$ cat src/rtl/cirq_pkg.sv
package cirq_pkg;
  localparam int UNIT_W  = 8;
  localparam int IDX_W   = $clog2(UNIT_W);
  localparam int VEC_W   = 8;
  localparam int INIT_BIT = 4;
  localparam logic [UNIT_W-1:0] CMD_EOI_NS = 8'h20;

  typedef enum logic [1:0] {
    PH_READY = 2'd0,
    PH_BASE  = 2'd1,
    PH_CASC  = 2'd2,
    PH_MODE  = 2'd3
  } init_ph_e;
endpackage

$ cat src/rtl/irq_prio_pick.sv
module irq_prio_pick #(
  parameter int N = 8,
  parameter int W = $clog2(N)
) (
  input  logic [N-1:0] req_i,
  output logic         any_o,
  output logic [W-1:0] idx_o
);
  // lowest set index wins
  always_comb begin
    any_o = |req_i;
    idx_o = '0;
    for (int i = N - 1; i >= 0; i--) begin
      if (req_i[i]) idx_o = W'(i);
    end
  end
endmodule

$ cat src/rtl/irq_unit.sv
module irq_unit
  import cirq_pkg::*;
#(
  parameter bit IS_MASTER = 1'b1,
  parameter int N = UNIT_W,
  parameter int W = $clog2(N),
  parameter int V = VEC_W
) (
  input  logic         clk,
  input  logic         rst_n,
  input  logic         wr_cmd_i,
  input  logic         wr_dat_i,
  input  logic [N-1:0] wr_byte_i,
  input  logic [N-1:0] line_i,
  input  logic [N-1:0] lvl_i,
  input  logic         ack_i,
  output logic         int_o,
  output logic [W-1:0] sel_o,
  output logic [V-1:0] base_o,
  output logic [N-1:0] casc_o
);
  init_ph_e     phase_q, phase_n;
  logic [V-1:0] base_q, base_n;
  logic [N-1:0] casc_q, casc_n;
  logic [N-1:0] mask_q, mask_n;
  logic [N-1:0] irr_q, irr_n;
  logic [N-1:0] isr_q, isr_n;
  logic [N-1:0] prev_q;

  logic [N-1:0] lvl_eff, live, cand, rise, grant_oh, eoi_oh;
  logic         c_any, s_any, grant, is_init, is_eoi;
  logic [W-1:0] c_idx, s_idx;

  // cascade inputs of the master always follow the slave level
  generate
    if (IS_MASTER) begin : g_mst
      assign lvl_eff = lvl_i | casc_q;
    end else begin : g_slv
      assign lvl_eff = lvl_i;
    end
  endgenerate

  assign live = (lvl_eff & line_i) | (~lvl_eff & irr_q);
  assign cand = live & ~mask_q;
  assign rise = line_i & ~prev_q;

  irq_prio_pick #(.N(N), .W(W)) u_pick_req (
    .req_i(cand), .any_o(c_any), .idx_o(c_idx)
  );
  irq_prio_pick #(.N(N), .W(W)) u_pick_isr (
    .req_i(isr_q), .any_o(s_any), .idx_o(s_idx)
  );

  assign int_o    = c_any && (!s_any || (c_idx < s_idx));
  assign grant    = ack_i && int_o;
  assign is_init  = wr_cmd_i && wr_byte_i[INIT_BIT];
  assign is_eoi   = wr_cmd_i && (wr_byte_i == CMD_EOI_NS);
  assign grant_oh = grant ? (N'(1) << c_idx) : '0;
  assign eoi_oh   = (is_eoi && s_any) ? (N'(1) << s_idx) : '0;

  assign sel_o  = c_idx;
  assign base_o = base_q;
  assign casc_o = casc_q;

  always_comb begin
    phase_n = phase_q;
    base_n  = base_q;
    casc_n  = casc_q;
    mask_n  = mask_q;
    irr_n   = ((irr_q & ~grant_oh) | rise) & ~lvl_eff;
    isr_n   = (isr_q & ~eoi_oh) | grant_oh;
    if (is_init) begin
      phase_n = PH_BASE;
      mask_n  = '0;
      irr_n   = '0;
      isr_n   = '0;
    end else if (wr_dat_i) begin
      case (phase_q)
        PH_BASE: begin base_n = V'(wr_byte_i); phase_n = PH_CASC; end
        PH_CASC: begin casc_n = wr_byte_i;     phase_n = PH_MODE; end
        PH_MODE: begin                          phase_n = PH_READY; end
        default: begin mask_n = wr_byte_i; end
      endcase
    end
  end

  always_ff @(posedge clk or negedge rst_n) begin
    if (!rst_n) begin
      phase_q <= PH_READY;
      base_q  <= '0;
      casc_q  <= '0;
      mask_q  <= '1;
      irr_q   <= '0;
      isr_q   <= '0;
      prev_q  <= '0;
    end else begin
      phase_q <= phase_n;
      base_q  <= base_n;
      casc_q  <= casc_n;
      mask_q  <= mask_n;
      irr_q   <= irr_n;
      isr_q   <= isr_n;
      prev_q  <= line_i;
    end
  end


  init_clears_chk: assert property (@(posedge clk) disable iff (!rst_n)
    is_init |=> (isr_q == '0 && mask_q == '0 && phase_q == PH_BASE));

  mask_load_chk: assert property (@(posedge clk) disable iff (!rst_n)
    (wr_dat_i && !is_init && phase_q == PH_READY) |=> mask_q == $past(wr_byte_i));

  grant_marks_chk: assert property (@(posedge clk) disable iff (!rst_n)
    grant |=> isr_q[$past(c_idx)]);

  eoi_one_bit_chk: assert property (@(posedge clk) disable iff (!rst_n)
    (is_eoi && s_any && !grant) |=> $countones(isr_q) == $countones($past(isr_q)) - 1);
endmodule

$ cat src/rtl/cascade_irq_ctrl.sv
module cascade_irq_ctrl
  import cirq_pkg::*;
(
  input  logic                clk,
  input  logic                rst_n,
  input  logic                cfg_wr,
  input  logic                cfg_unit,
  input  logic                cfg_addr,
  input  logic [UNIT_W-1:0]   cfg_byte,
  input  logic                trig_wr,
  input  logic                trig_hi,
  input  logic [UNIT_W-1:0]   trig_byte,
  input  logic [2*UNIT_W-1:0] irq_lines,
  input  logic                int_ack,
  output logic                int_out,
  output logic                vec_vld,
  output logic [VEC_W-1:0]    vec_out
);
  localparam int N     = UNIT_W;
  localparam int W     = IDX_W;
  localparam int LINES = 2 * N;

  logic [LINES-1:0] trig_q, trig_n;
  logic [VEC_W-1:0] vec_q, vec_n;
  logic             vld_q;

  logic         m_int, s_int, s_ack, slave_hit, take;
  logic [W-1:0] m_sel, s_sel;
  logic [VEC_W-1:0] m_base, s_base;
  logic [N-1:0] m_casc, s_casc, m_line;
  logic m_wc, m_wd, s_wc, s_wd;

  assign m_wc = cfg_wr && !cfg_unit && !cfg_addr;
  assign m_wd = cfg_wr && !cfg_unit &&  cfg_addr;
  assign s_wc = cfg_wr &&  cfg_unit && !cfg_addr;
  assign s_wd = cfg_wr &&  cfg_unit &&  cfg_addr;

  always_comb begin
    trig_n = trig_q;
    if (trig_wr) begin
      if (trig_hi) trig_n[LINES-1:N] = trig_byte;
      else         trig_n[N-1:0]     = trig_byte;
    end
  end

  always_comb begin
    for (int i = 0; i < N; i++) begin
      m_line[i] = m_casc[i] ? s_int : irq_lines[i];
    end
  end

  irq_unit #(.IS_MASTER(1'b0), .N(N), .W(W), .V(VEC_W)) u_slave (
    .clk(clk), .rst_n(rst_n), .wr_cmd_i(s_wc), .wr_dat_i(s_wd), .wr_byte_i(cfg_byte),
    .line_i(irq_lines[LINES-1:N]), .lvl_i(trig_q[LINES-1:N]), .ack_i(s_ack),
    .int_o(s_int), .sel_o(s_sel), .base_o(s_base), .casc_o(s_casc)
  );

  irq_unit #(.IS_MASTER(1'b1), .N(N), .W(W), .V(VEC_W)) u_master (
    .clk(clk), .rst_n(rst_n), .wr_cmd_i(m_wc), .wr_dat_i(m_wd), .wr_byte_i(cfg_byte),
    .line_i(m_line), .lvl_i(trig_q[N-1:0]), .ack_i(int_ack),
    .int_o(m_int), .sel_o(m_sel), .base_o(m_base), .casc_o(m_casc)
  );

  assign take      = int_ack && m_int;
  assign slave_hit = m_casc[m_sel] && (s_casc == N'(m_sel));
  assign s_ack     = take && slave_hit;
  assign vec_n     = slave_hit ? (s_base + VEC_W'(s_sel)) : (m_base + VEC_W'(m_sel));

  always_ff @(posedge clk or negedge rst_n) begin
    if (!rst_n) begin
      trig_q <= '0;
      vec_q  <= '0;
      vld_q  <= 1'b0;
    end else begin
      trig_q <= trig_n;
      vld_q  <= take;
      if (take) vec_q <= vec_n;
    end
  end

  assign int_out = m_int;
  assign vec_vld = vld_q;
  assign vec_out = vec_q;


  no_spurious_vld_chk: assert property (@(posedge clk) disable iff (!rst_n)
    (int_ack && !int_out) |=> !vec_vld);

  vld_follows_ack_chk: assert property (@(posedge clk) disable iff (!rst_n)
    vec_vld |-> $past(int_ack));
endmodule

$ cat config.mk
export PLATFORM = sky130hd
export DESIGN_NAME = cascade_irq_ctrl
export DESIGN_NICKNAME = d
export VERILOG_FILES = /design/src/rtl/cirq_pkg.sv /design/src/rtl/irq_prio_pick.sv /design/src/rtl/irq_unit.sv /design/src/rtl/cascade_irq_ctrl.sv
export SDC_FILE = /design/constraint.sdc
export NUM_CORES = 1
export LEC_CHECK = 0
export ABC_AREA = 0
export BUFFER_PORTS_ARGS = -buffer_cell sky130_fd_sc_hd__buf_2
export CORE_MARGIN = 10
export CORE_UTILIZATION = 65
export CTS_CLUSTER_DIAMETER = 40
export DETAILED_ROUTE_END_ITERATION = 12
export HOLD_SLACK_MARGIN = 0.03
export MAX_ROUTING_LAYER = met4
export PLACE_DENSITY = 0.86
export SLEW_MARGIN = 30
export SYNTH_ARGS = -nofsm -noshare
export SYNTH_HDL_FRONTEND = slang
export SYNTH_SLANG_ARGS = --single-unit
$ cat constraint.sdc
create_clock -name clk -period 7.3 [get_ports clk]
set_clock_uncertainty 0.15 [all_clocks]
set_input_delay 1.46 -clock clk [delete_from_list [all_inputs] [get_ports clk]]
set_output_delay 1.46 -clock clk [all_outputs]
set_load 0.005 [all_outputs]
## Word-level counts from Yosys, hierarchy flattened

Cells that the tools add are included.

| storage, ports and cells | value |
|---|---|
| bits of input ports | 40 |
| logic and storage cells | 178 |
| output and inout port bits | 10 |
| register bits after elaboration | 125 |

| cells by class | value |
|---|---|
| $lt $le $gt $ge | 3 |
| equality and inequality tests | 10 |
| add/sub/neg operators | 2 |
| reductions and logical operators | 44 |
| bitwise gates (word level) | 34 |
| shift operators | 4 |
| mux-type cells | 63 |

Operators with widths:

| cell | number |
|---|---|
| $mux 8 | 15 |
| $and 8x8->8 | 14 |
| $mux 3 | 32 |
| $not 8->8 | 10 |
| $or 8x8->8 | 7 |
| $reduce_or 8->1 | 4 |
| $shl 1x3->8 const A | 4 |
| $logic_and 1x1->1 | 18 |
| $add 8x3->8 | 2 |
| $pmux 2 s3 | 2 |
| $reduce_and 2->1 | 6 |
| $reduce_and 3->1 | 4 |
| $mux 1 | 9 |
| $eq 2x2->1 const B | 4 |
| $eq 8x3->1 | 1 |
| $eq 8x6->1 const B | 1 |
| $mux 2 | 4 |
| $reduce_bool 4->1 | 2 |
| $lt 3x3->1 | 2 |
| $reduce_or 3->1 | 2 |
| $eq 2x1->1 const B | 2 |
| $logic_not 1->1 | 4 |
| $lt 3x4->1 const B | 1 |
| $ne 2x1->1 const B | 2 |
| other kinds (4) | 8 |

## Logic depth before layout (Yosys ltp)

Gate-level depths: netlist of the first run.

| logic depth | value |
|---|---|
| word-level depth | 39 |
| mapped depth | 21 |
| gate-level depth less buffers | 21 |

## Hierarchy

Synthesis of the first run repeated with hierarchy kept, for this count alone.

| second synthesis, totals | value |
|---|---|
| cell total of the unflattened synthesis | 635 |
| area, all modules | 6,643.9 µm² |

Modules (own cells, without submodules):

| module | area each (µm²) | instances | seq. area each (µm²) | cells each |
|---|---|---|---|---|
| irq_unit (u_master) | 2,361.0 | 1 | 1,261.2 | 222 |
| irq_unit (u_slave) | 2,349.8 | 1 | 1,261.2 | 212 |
| cascade_irq_ctrl | 1,607.8 | 1 | 625.6 | 149 |
| irq_prio_pick | 81.3 | 4 | 0.0 | 13 |

## Worst setup path after synthesis of the first run

Ideal clock, no wire load.

| timing | value |
|---|---|
| kind | input to output |
| from | in irq_lines[12] |
| to | out int_out |
| stages on the path | 14 |
| required time | 5,690 ps |
| path buffers | 0 |
| arrival | 4,248 ps |
| setup slack | 1,442 ps |
| cell sequence | mux2_2 a21oi_1 a21oi_1 nor2_1 ha_1 a221oi_1 a221o_1 o21a_1 nor3_4 inv_2 ha_1 nand2_1 o31ai_1 nor2_1 |

| between the ends | value |
|---|---|
| cells in the longest elaborated chain, start to end | 26 |
| elaborated cells between the ends (all ways) | 35 |
| those cells by class | order compare: 2; mux: 21; bitwise: 6; reduce/logical: 6 |

Ends and longest elaborated chain:

| element | RTL line | text |
|---|---|---|
| start, declared | cascade_irq_ctrl.sv:13 | `input logic [2*UNIT_W-1:0] irq_lines,` |
| $and 8x8->8 (*) | irq_unit.sv:43 | `assign live = (lvl_eff & line_i) \| (~lvl_eff & irr_q);` |
| $or 8x8->8 (*) | irq_unit.sv:43 |  |
| $and 8x8->8 (*) | irq_unit.sv:44 | `assign cand = live & ~mask_q;` |
| $mux 3 (5 in a row) | irq_prio_pick.sv:14 | `if (req_i[i]) idx_o = W'(i);` |
| $lt 3x3->1 | irq_unit.sv:54 | `assign int_o = c_any && (!s_any \|\| (c_idx < s_idx));` |
| $logic_or 1x1->1 | irq_unit.sv:54 |  |
| $logic_and 1x1->1 (*) | irq_unit.sv:54 |  |
| $mux 1 | cascade_irq_ctrl.sv:48 | `m_line[i] = m_casc[i] ? s_int : irq_lines[i];` |
| $and 8x8->8 (*) | irq_unit.sv:43 |  |
| $or 8x8->8 (*) | irq_unit.sv:43 |  |
| $and 8x8->8 (*) | irq_unit.sv:44 |  |
| $mux 3 (8 in a row) | irq_prio_pick.sv:14 |  |
| $lt 3x3->1 | irq_unit.sv:54 |  |
| $logic_or 1x1->1 | irq_unit.sv:54 |  |
| $logic_and 1x1->1 (*) | irq_unit.sv:54 |  |
| end, declared | cascade_irq_ctrl.sv:15 | `output logic int_out,` |

Mark *: on every way between the ends. The rest lies on a longest branch, timed or not.

## Worst setup path after layout of the first run

| timing | value |
|---|---|
| from | in irq_lines[8] |
| to | out int_out |

| between the ends | value |
|---|---|
| cells in the longest elaborated chain, start to end | 22 |
| elaborated cells between the ends (all ways) | 31 |
| those cells by class | order compare: 2; mux: 17; bitwise: 6; reduce/logical: 6 |

Ends and longest elaborated chain:

| element | RTL line |
|---|---|
| $and 8x8->8 (*) | irq_unit.sv:43 |
| $or 8x8->8 (*) | irq_unit.sv:43 |
| $and 8x8->8 (*) | irq_unit.sv:44 |
| $mux 3 | irq_prio_pick.sv:14 |
| $lt 3x3->1 | irq_unit.sv:54 |
| $logic_or 1x1->1 | irq_unit.sv:54 |
| $logic_and 1x1->1 (*) | irq_unit.sv:54 |
| $mux 1 | cascade_irq_ctrl.sv:48 |
| $and 8x8->8 (*) | irq_unit.sv:43 |
| $or 8x8->8 (*) | irq_unit.sv:43 |
| $and 8x8->8 (*) | irq_unit.sv:44 |
| $mux 3 (8 in a row) | irq_prio_pick.sv:14 |
| $lt 3x3->1 | irq_unit.sv:54 |
| $logic_or 1x1->1 | irq_unit.sv:54 |
| $logic_and 1x1->1 (*) | irq_unit.sv:54 |

Marked as above.

==> results.py, run 1 <==
metrics = {
    "power_and_ir_drop": {
        "total_power_mw": 3.91,
        "internal-power_mw": 2.25,
        "clock_power_share_pct": 21.5,
        "net-switching-power_mw": 1.66,
        "p_leak_nw": 3.40,
        "swShare_pct": 42.5,
        "combPwrFrac_pct": 47.7,
        "power.density_nw_per_um2": 500,
        "ir_drop_mv": 0.409,
        "p_seq_share_pct": 30.8,
    },
    "cts": {
        "cts_root_buf": "clkbuf_8",
        "cts_resized": 0,
        "cts_tree": "done",
        "clkLatencyLatePin_ns": 0.54,
        "clock_path_buffers": 2,
        "cts_buffers": 17,
        "post_cts_buffers": 0,
        "cts_hold_buf": 0,
        "htree_levels": 4,
        "clock_sinks": 125,
        "cts.clk_slew.worst_paths_ns": 0.05,
    },
    "final_layout": {
        "drive_gt1_share_pct": 24.8,
        "nFillCells": 677,
        "ff_latch_area_um2": 3150,
        "multi_input_comb_area_um2": 3520,
        "nNetsFinal": 765,
        "antenna_cells": 0,
        "syn2layout_area_growth_pct": 13.2,
    },
    "logic_synthesis": {
        "ys_seq_area_share_pct": 45.5,
        "ys.flop_type": "dfrtp_1",
        "avgSynthCellArea_um2": 10.5,
        "synth_async_sr_flop_share_pct": 100,
        "synth_top_area_cell": "dfrtp_1",
        "synth.top_cell.area_share_pct": 39.5,
        "synth_commonest_cells": "dfrtp_1 (109), mux2_2 (57), nor2_1 (45)",
        "synth.area.top_cells": "dfrtp_1 (39%), mux2_2 (9.3%), dfstp_2 (6.1%), ha_1 (3.4%), mux2i_1 (2.9%)",
        "synth_edf_count": 0,
        "synthesis.area_um2": 6910,
        "syn-num-nets": 717,
        "yosys.cell_types.count": 75,
        "yosysWarnings": 0,
        "syn_inst": 657,
        "synth_seq_cells": 125,
        "yosysMostFrequentCell": "dfrtp_1",
    },
    "routing": {
        "drc": 0,
        "wl_um": 19000,
        "drt-initial-drc-count": 637,
        "drt_first_pass_iters": 6,
        "detail_route.wl_per_cell_um": 22.2,
        "viasPerCell": 6.67,
        "vias": 5699,
        "antenna_left": 0,
    },
    "grt": {
        "overflow": 0,
        "grt_use_met3_pct": 5.33,
        "use_met2_pct": 43.4,
        "use_met1_pct": 30.9,
        "grt_start_max_net_pins": 74,
        "track_usage_pct": 26.3,
        "busiest_layer": "met2",
        "grt_pass1_vias": 5681,
        "grt_pass1_wl_um": 30000,
        "antenna_found_initial": 0,
    },
    "floorplanning": {
        "die_x_um": 123,
        "rows": 37,
        "core_um2": 10300,
        "fp.dieH_um": 123,
        "die-area_um2": 15200,
        "io_pins": 50,
        "start_util_pct": 67.0,
    },
    "timing": {
        "fmax_mhz": 148,
        "finalSetupTns_ns": 0,
        "setup_viol": 0,
        "hold_viol_final": 0,
        "slew_viol_final": 0,
        "finalCritPeriodShare_pct": 92.7,
        "slew_headroom_pct": 45.7,
        "finalWorstPathRequiredPeriod_ns": 6.77,
        "holdWs_ns": 0.343,
        "rsz0062_at_grt": "false",
        "worstMarginPinSlew_ns": 0.814,
    },
    "placement": {
        "dpl.hpwl_um": 13600,
        "portBuffers": 49,
        "gp_congestion": 0.977,
    },
    "setup_path": {
        "critical_path.max_fanout": 13,
        "cp-start-kind": "input port",
        "cp_cell_sequence": "buf_2, mux2i_1, o22ai_1, nor3_1, ha_1, a221oi_1, and3_1, o21a_1, a221o_1, a21o_1, a221oi_2, nor2_1, buf_2",
        "crit_path_top_delay_cell": "o21a_1",
        "crit_buf_inv": 2,
        "path_delay_family": "compound AO/OA/AOI/OAI gates",
        "required_ns": 5.69,
        "path_common_cell": "buf_2",
        "path_class": "in2out",
        "cpPeakStageDelay_ns": 0.58,
        "crit_cells": 13,
        "end_kind": "primary output",
        "worstRegToRegCells": 13,
        "cp_data_arrival_time_ns": 5.16,
    },
    "hold_path": {
        "hold_path_depth": 1,
        "min_path_type": "reg2reg",
    },
    "flow_run": {
        "cap_violations": 0,
    },
    "outcome": {
        "status": "finished clean",
    },
}
==> sequential cells by signal, summed over array words and instances, names as in the netlist <==
signal,flops
u_slave.phase_q,2
u_slave.casc_o,8
vec_out,8
u_slave.mask_q,8
u_master.base_o,8
u_master.casc_o,8
u_master.irr_q,8
trig_q,16
vec_vld,1
u_slave.irr_q,8
u_master.prev_q,8
u_master.isr_q,8
u_slave.prev_q,8
u_slave.isr_q,8
u_slave.base_o,8
u_master.phase_q,2
u_master.mask_q,8
==> power by group through the flow <==
stage                     combinational (mW)  sequential [mW]  clock [mW]
after detailed placement                1.82             1.20           0
after global routing                    2.03             1.23       0.878
after global placement                  1.76             1.19           0
final                                   1.87             1.20       0.841
after floorplan                         1.44             1.12           0
after CTS                               1.85             1.19       0.847
==> metrics by stage <==
stage | instances | util [%] | area (um2) | setup slack (ns)
after global placement | 822 | 70.1 | 7240 | 0.793
after floorplan | 657 | - | 6910 | 1.44
final | 854 | 75.8 | 7830 | 0.535
after CTS | 854 | 75.8 | 7820 | 0.632
after global routing | 854 | 75.8 | 7830 | 0.213
after detailed placement | 822 | 70.1 | 7240 | 0.659
==> logic make-up after synthesis <==
logic type / count (synthesis) / share of synthesized area, %
flops: 125 / 45.5
simple gates: 196 / 14.5
xor+xnor: 14 / 1.77
buf+inv: 56 / 3.55
fa+ha+maj: 20 / 3.73
mux: 80 / 12.9
compound gates: 166 / 18.0
==> layer usage <==
| layer | vias to the layer above | routed length [um] |
|---|---|---|
| met3 | 49 | 1370 |
| met4 | 0 | 537 |
| met5 | - | 0 |
| li1 | 2556 | - |
| met2 | 295 | 9560 |
| met1 | 2799 | 7490 |
==> area by class of cell <==
cell class / count / share of cell area, %
Clock inverter: 15 / 2.19
Tap cell: 136 / 2.17
Clock buffer: 17 / 5.29
Inverter: 32 / 1.54
Sequential cell: 125 / 40.2
Timing Repair Buffer: 53 / 3.60
Multi-Input combinational cell: 476 / 45.0
==> placed cells by master (no fill, tap or decap), types with 14 or more instances in the layout <==
| master | Yosys | routed |
|---|---|---|
| clkbuf_16 | 0 | 16 |
| dfrtp_1 | 109 | 109 |
| nor2_1 | 45 | 45 |
| a22o_1 | 16 | 16 |
| inv_1 | 30 | 30 |
| mux2i_1 | 20 | 20 |
| o21ai_0 | 14 | 14 |
| dfstp_2 | 16 | 16 |
| nor3_1 | 21 | 21 |
| buf_2 | 7 | 48 |
| nand3_1 | 15 | 15 |
| nand2_1 | 43 | 43 |
| ha_1 | 19 | 19 |
| mux2_2 | 57 | 57 |
| a21oi_1 | 36 | 36 |
==> worst paths after layout <==
| check | to | startpoint | slack [ns] |
|---|---|---|---|
| max reg2reg | u_slave.irr_q[7] | u_slave.isr_q[0] | 1.85 |
| max in group asynchronous | u_master.irr_q[3] | rst_n | 5.13 |
| min reg2reg | u_slave.casc_o[6] | u_slave.casc_o[6] | 0.34 |
| max | int_out | irq_lines[8] | 0.53 |
| min in group asynchronous | u_slave.phase_q[1] | rst_n | 0.75 |
| min | u_slave.casc_o[6] | u_slave.casc_o[6] | 0.34 |
Power figures use the tool's default switching activity.
==> run 2, diff against run 1 <==
CELL_PAD_IN_SITES_DETAIL_PLACEMENT = 0   (was unset)
CELL_PAD_IN_SITES_GLOBAL_PLACEMENT = 1   (was unset)
CORE_UTILIZATION = 52   (was 65)
==> run 2 against run 1 <==
- count of clock-buffer cells in the layout up 4
- critical path depth up 2
- hold slack worse by 0.0067 ns
- global-route usage down 4.1 points
- cell area up 2.3%
- register-to-register slack worse by 0.04 ns
- combinational power about the same
- setup slack worse by 0.015 ns
- core utilization down 15 points
- non-clock buffer count up 1
- highest routed layer unchanged
- routed wire length up 1.4%
==> results.py, run 2 (synthesized netlist as in run 1, its figures left out) <==
metrics = {
    "final_layout": {
        "final_cell_mix": "dfrtp_1 (109), mux2_2 (57), buf_2 (48)",
        "syn2layout_area_growth_pct": 15.8,
        "largest-register": "trig_q",
        "drive_gt1_share_pct": 24.8,
        "layout_commonest_cell": "dfrtp_1",
        "stdcell_count": 895,
        "fin_area_um2": 8000,
        "nNetsFinal": 766,
        "antenna_cells": 0,
        "largest_reg_flops": 16,
    },
    "routing": {
        "vias": 5613,
        "wl_um": 19200,
        "detail_route.wl_per_cell_um": 21.5,
        "viasPerCell": 6.27,
        "drt_first_pass_iters": 5,
        "drt-initial-drc-count": 410,
        "drc": 0,
        "antenna_left": 0,
    },
    "cts": {
        "htree_levels": 4,
        "cts_buffers": 17,
        "cts_hold_buf": 0,
        "clkLatencyLatePin_ns": 0.42,
        "cts_tree": "done",
        "clock_path_buffers": 2,
        "post_cts_buffers": 0,
        "cts.clk_slew.worst_paths_ns": 0.05,
        "cts_root_buf": "clkbuf_16",
        "cts_resized": 0,
        "clock_sinks": 125,
    },
    "timing": {
        "rsz0062_at_grt": "false",
        "finalWorstPathRequiredPeriod_ns": 6.78,
        "slew_viol_final": 0,
        "setup_viol": 0,
        "finalCritPeriodShare_pct": 92.9,
        "hold_viol_final": 0,
        "worstMarginPinSlew_ns": 0.799,
        "finalSetupTns_ns": 0,
        "setup_ws_ns": 0.519,
        "holdWs_ns": 0.337,
        "fmax_mhz": 147,
        "slew_headroom_pct": 46.8,
    },
    "hold_path": {
        "hold_path_depth": 2,
        "min_path_type": "reg2reg",
        "hold_end": "vec_out[4]",
        "hold_start": "vec_out[4]",
    },
    "floorplanning": {
        "start_util_pct": 52.6,
        "core_um2": 13100,
        "io_pins": 50,
        "fp.dieH_um": 135,
        "die_x_um": 135,
        "die-area_um2": 18300,
        "rows": 42,
    },
    "grt": {
        "use_met2_pct": 33.8,
        "overflow": 0,
        "grt_pass1_wl_um": 30800,
        "grt_start_max_net_pins": 80,
        "track_usage_pct": 22.2,
        "use_met1_pct": 28.2,
        "grt_use_met3_pct": 5.93,
        "busiest_layer": "met2",
        "antenna_found_initial": 0,
        "grt_pass1_vias": 5665,
    },
    "setup_path": {
        "cp_data_arrival_time_ns": 5.17,
        "rrSetupSlack_ns": 1.81,
        "path_class": "in2out",
        "worstRegToRegCells": 16,
        "cp_cell_sequence": "buf_2, mux2i_1, o22ai_1, nor3_1, ha_1, a221oi_1, and3_1, nor3_1, nor3_4, inv_2, ha_1, nand2_1, o31ai_1, nor2_1, buf_2",
        "required_ns": 5.69,
        "crit_path_top_delay_cell": "nor3_1",
        "critical_path.max_fanout": 10,
        "crit-reg2reg-launch": "trig_q[11]",
        "end_kind": "primary output",
        "cpPeakStageDelay_ns": 0.42,
        "cp-start-kind": "input port",
        "critPathLaunch": "irq_lines[11]",
        "worstReg2RegEnd": "u_master.irr_q[3]",
    },
    "placement": {
        "dpl_cell_area_um2": 7290,
        "portBuffers": 49,
        "place_inst": 863,
        "gp_congestion": 0.933,
        "pre_cts_slack_ns": 0.648,
        "dpl.hpwl_um": 13900,
    },
    "power_and_ir_drop": {
        "combPwrFrac_pct": 45.9,
        "net-switching-power_mw": 1.66,
        "swShare_pct": 40.6,
        "ir_drop_mv": 0.299,
        "p_leak_nw": 3.47,
        "internal-power_mw": 2.43,
        "power.density_nw_per_um2": 512,
        "clock_power_share_pct": 24.8,
        "p_seq_share_pct": 29.4,
    },
    "flow_run": {
        "cap_violations": 0,
    },
    "outcome": {
        "status": "finished clean",
    },
}
==> run 2: layout make-up <==
| cell class | count | area [um2] |
|---|---|---|
| multi-input combinational | 476 | 3520 |
| tap | 176 | 220 |
| clock inverter | 11 | 235 |
| inverter | 32 | 120 |
| sequential | 125 | 3150 |
| fill | 1114 | 5130 |
| timing repair buffer | 54 | 289 |
| clock buffer | 21 | 470 |
==> run 2: layer usage <==
metal  part of all wire [%]  up-vias  routed length (um)
met4                    1.8        0                 344
li1                       -     2560                   -
met2                     47      202                9050
met5                      0        -                   0
met1                     44     2822                8530
met3                    6.8       29                1300
==> run 2: through the flow <==
| stage | util [%] | power, mW |
|---|---|---|
| final | 60.9 | 4.10 |
| after global routing | 60.9 | 4.36 |
| after CTS | 60.9 | 4.09 |
| after detailed placement | 55.5 | 3.05 |
| after global placement | 55.5 | 3.02 |
| after floorplan | - | 2.56 |
==> run 2: worst max-delay path: cells and delay by family <==
kind | cells | cell delay [ns]
AND/OR/NAND/NOR | 6 | 1.49
adder cells (fa/ha/maj) | 2 | 0.67
multiplexers | 1 | 0.23
AO/OA/AOI/OAI | 3 | 0.84
buffers and inverters | 3 | 0.46
==> run 2: worst max path at each step <==
| stage | endpoint | slack [ns] | cells after the start |
|---|---|---|---|
| 4_1_cts | int_out | 0.62 | 15 |
| 6_report | int_out | 0.52 | 15 |
| 2_1_floorplan | int_out | 1.44 | 14 |
| 3_5_place_dp | int_out | 0.65 | 15 |
| 5_1_grt | int_out | 0.22 | 15 |
| 3_3_place_gp | int_out | 0.82 | 15 |
==> run 2: power by group through the flow <==
stage	logic (mW)	clock network, mW	registers, mW
final	1.88	1.01	1.20
after global routing	2.06	1.06	1.24
after CTS	1.87	1.03	1.20
after detailed placement	1.85	0	1.20
after floorplan	1.44	0	1.12
after global placement	1.82	0	1.20
==> run 3, diff against run 2 <==
CORE_UTILIZATION = 39   (was 52)
PLACE_DENSITY = 0.68   (was 0.86)
==> run 3 against run 2 <==
- fmax is 1.3% higher
- cell count increased by 5.6%
- largest power group unchanged
- non-clock buffer count up 2
- register-to-register slack better by 0.17 ns
- via count shrank 2.3%
- clock power is 20% lower
- setup slack gained 0.086 ns
- sequential power about the same
- global-route usage is 5.1 points lower
- critical path type unchanged
==> results.py, run 3 (synthesized netlist as in run 1, its figures left out) <==
metrics = {
    "outcome": {
        "status": "finished clean",
    },
    "routing": {
        "vias": 5486,
        "wl_um": 19600,
        "viasPerCell": 5.81,
        "drc": 0,
        "drt-initial-drc-count": 390,
        "antenna_left": 0,
        "detail_route.wl_per_cell_um": 20.8,
        "drt_first_pass_iters": 5,
    },
    "timing": {
        "worstMarginPinSlew_ns": 0.786,
        "holdWs_ns": 0.344,
        "finalWorstPathRequiredPeriod_ns": 6.69,
        "fmax_mhz": 149,
        "slew_headroom_pct": 47.6,
        "finalCritPeriodShare_pct": 91.7,
        "finalSetupTns_ns": 0,
        "setup_viol": 0,
        "rsz0062_at_grt": "false",
        "hold_viol_final": 0,
        "slew_viol_final": 0,
    },
    "placement": {
        "dpl.hpwl_um": 14500,
        "portBuffers": 49,
        "gp_congestion": 0.921,
    },
    "cts": {
        "cts_root_buf": "clkbuf_16",
        "cts.clk_slew.worst_paths_ns": 0.06,
        "clock_sinks": 125,
        "clkLatencyLatePin_ns": 0.42,
        "post_cts_buffers": 0,
        "cts_resized": 0,
        "htree_levels": 4,
        "cts_hold_buf": 0,
        "cts_tree": "done",
        "cts_buffers": 17,
        "clock_path_buffers": 2,
    },
    "final_layout": {
        "layout_commonest_cell": "dfrtp_1",
        "final_cell_mix": "dfrtp_1 (109), mux2_2 (57), buf_2 (48)",
        "nNetsFinal": 768,
        "nFillCells": 1645,
        "ff_latch_area_um2": 3150,
        "largest-register": "trig_q",
        "multi_input_comb_area_um2": 3520,
        "syn2layout_area_growth_pct": 15.0,
        "antenna_cells": 0,
        "largest_reg_flops": 16,
        "drive_gt1_share_pct": 24.7,
    },
    "setup_path": {
        "rrSetupSlack_ns": 1.98,
        "end_kind": "primary output",
        "cp_data_arrival_time_ns": 5.08,
        "required_ns": 5.69,
        "critical_path.max_fanout": 10,
        "cp-start-kind": "input port",
        "path_class": "in2out",
    },
    "power_and_ir_drop": {
        "p_leak_nw": 3.41,
        "power.density_nw_per_um2": 491,
        "ir_drop_mv": 0.273,
        "total_power_mw": 3.90,
    },
    "grt": {
        "grt_start_max_net_pins": 70,
        "use_met1_pct": 21.9,
        "grt_use_met3_pct": 3.70,
        "grt_pass1_vias": 5628,
        "busiest_layer": "met2",
        "overflow": 0,
        "use_met2_pct": 26.3,
        "grt_pass1_wl_um": 31100,
        "track_usage_pct": 17.0,
        "antenna_found_initial": 0,
    },
    "flow_run": {
        "cap_violations": 0,
    },
    "floorplanning": {
        "core_um2": 17400,
        "start_util_pct": 39.8,
        "die_x_um": 153,
        "fp.dieH_um": 153,
        "die-area_um2": 23500,
        "rows": 48,
        "io_pins": 50,
    },
    "hold_path": {
        "min_path_type": "reg2reg",
    },
}
## run 3: cell type report
cell class / instances / area share (%)
Inverter: 32 / 1.51
Tap cell: 225 / 3.54
Multi-Input combinational cell: 476 / 44.3
Timing Repair Buffer: 56 / 3.94
Clock inverter: 12 / 1.54
Sequential cell: 125 / 39.6
Clock buffer: 19 / 5.57
## run 3: per-stage QoR
stage                     util, %  cells  worst slack (ns)  area, um2
after floorplan                 -    657              1.44       6910
after detailed placement     42.4    913             0.593       7360
after global placement       42.4    913             0.801       7360
after global routing         45.8    945             0.296       7950
final                        45.8    945             0.605       7950
after CTS                    45.7    944             0.589       7930
## run 3: critical path, cell delays in order
cell and delay, ns:
buf_2 0.12, mux2i_1 0.24, o22ai_1 0.19, nor3_1 0.44, ha_1 0.34, a221oi_1 0.36
and3_1 0.40, nor3_1 0.14, nor3_4 0.34, inv_2 0.20, ha_1 0.31, nand2_1 0.08
o31ai_1 0.24, nor2_1 0.07, buf_2 0.13
## run 3: routing by layer
metal  vias up  wire length (um)
li1       2557                 -
met1      2734              8970
met2       168              9100
met3        27              1180
met4         0               361
met5         -                 0
## run 3: final timing paths
kind / from / to / cells past startpoint
worst max register to register: trig_q[9] / vec_out[7] / 16
max in group asynchronous: rst_n / u_master.mask_q[1] / 3
min in group asynchronous: rst_n / u_slave.irr_q[5] / 1
worst max-delay path: irq_lines[9] / int_out / 15
worst min register to register: vec_out[4] / vec_out[4] / 2
worst min-delay path: vec_out[4] / vec_out[4] / 2
## run 3: where the power goes
part | leakage, nW | total, mW | switching, mW | internal, mW
Sequential | 1.51 | 1.20 | 0.241 | 0.960
Clock | 0.268 | 0.808 | 0.303 | 0.505
Combinational | 1.63 | 1.89 | 1.11 | 0.786
Total | 3.41 | 3.90 | 1.65 | 2.25
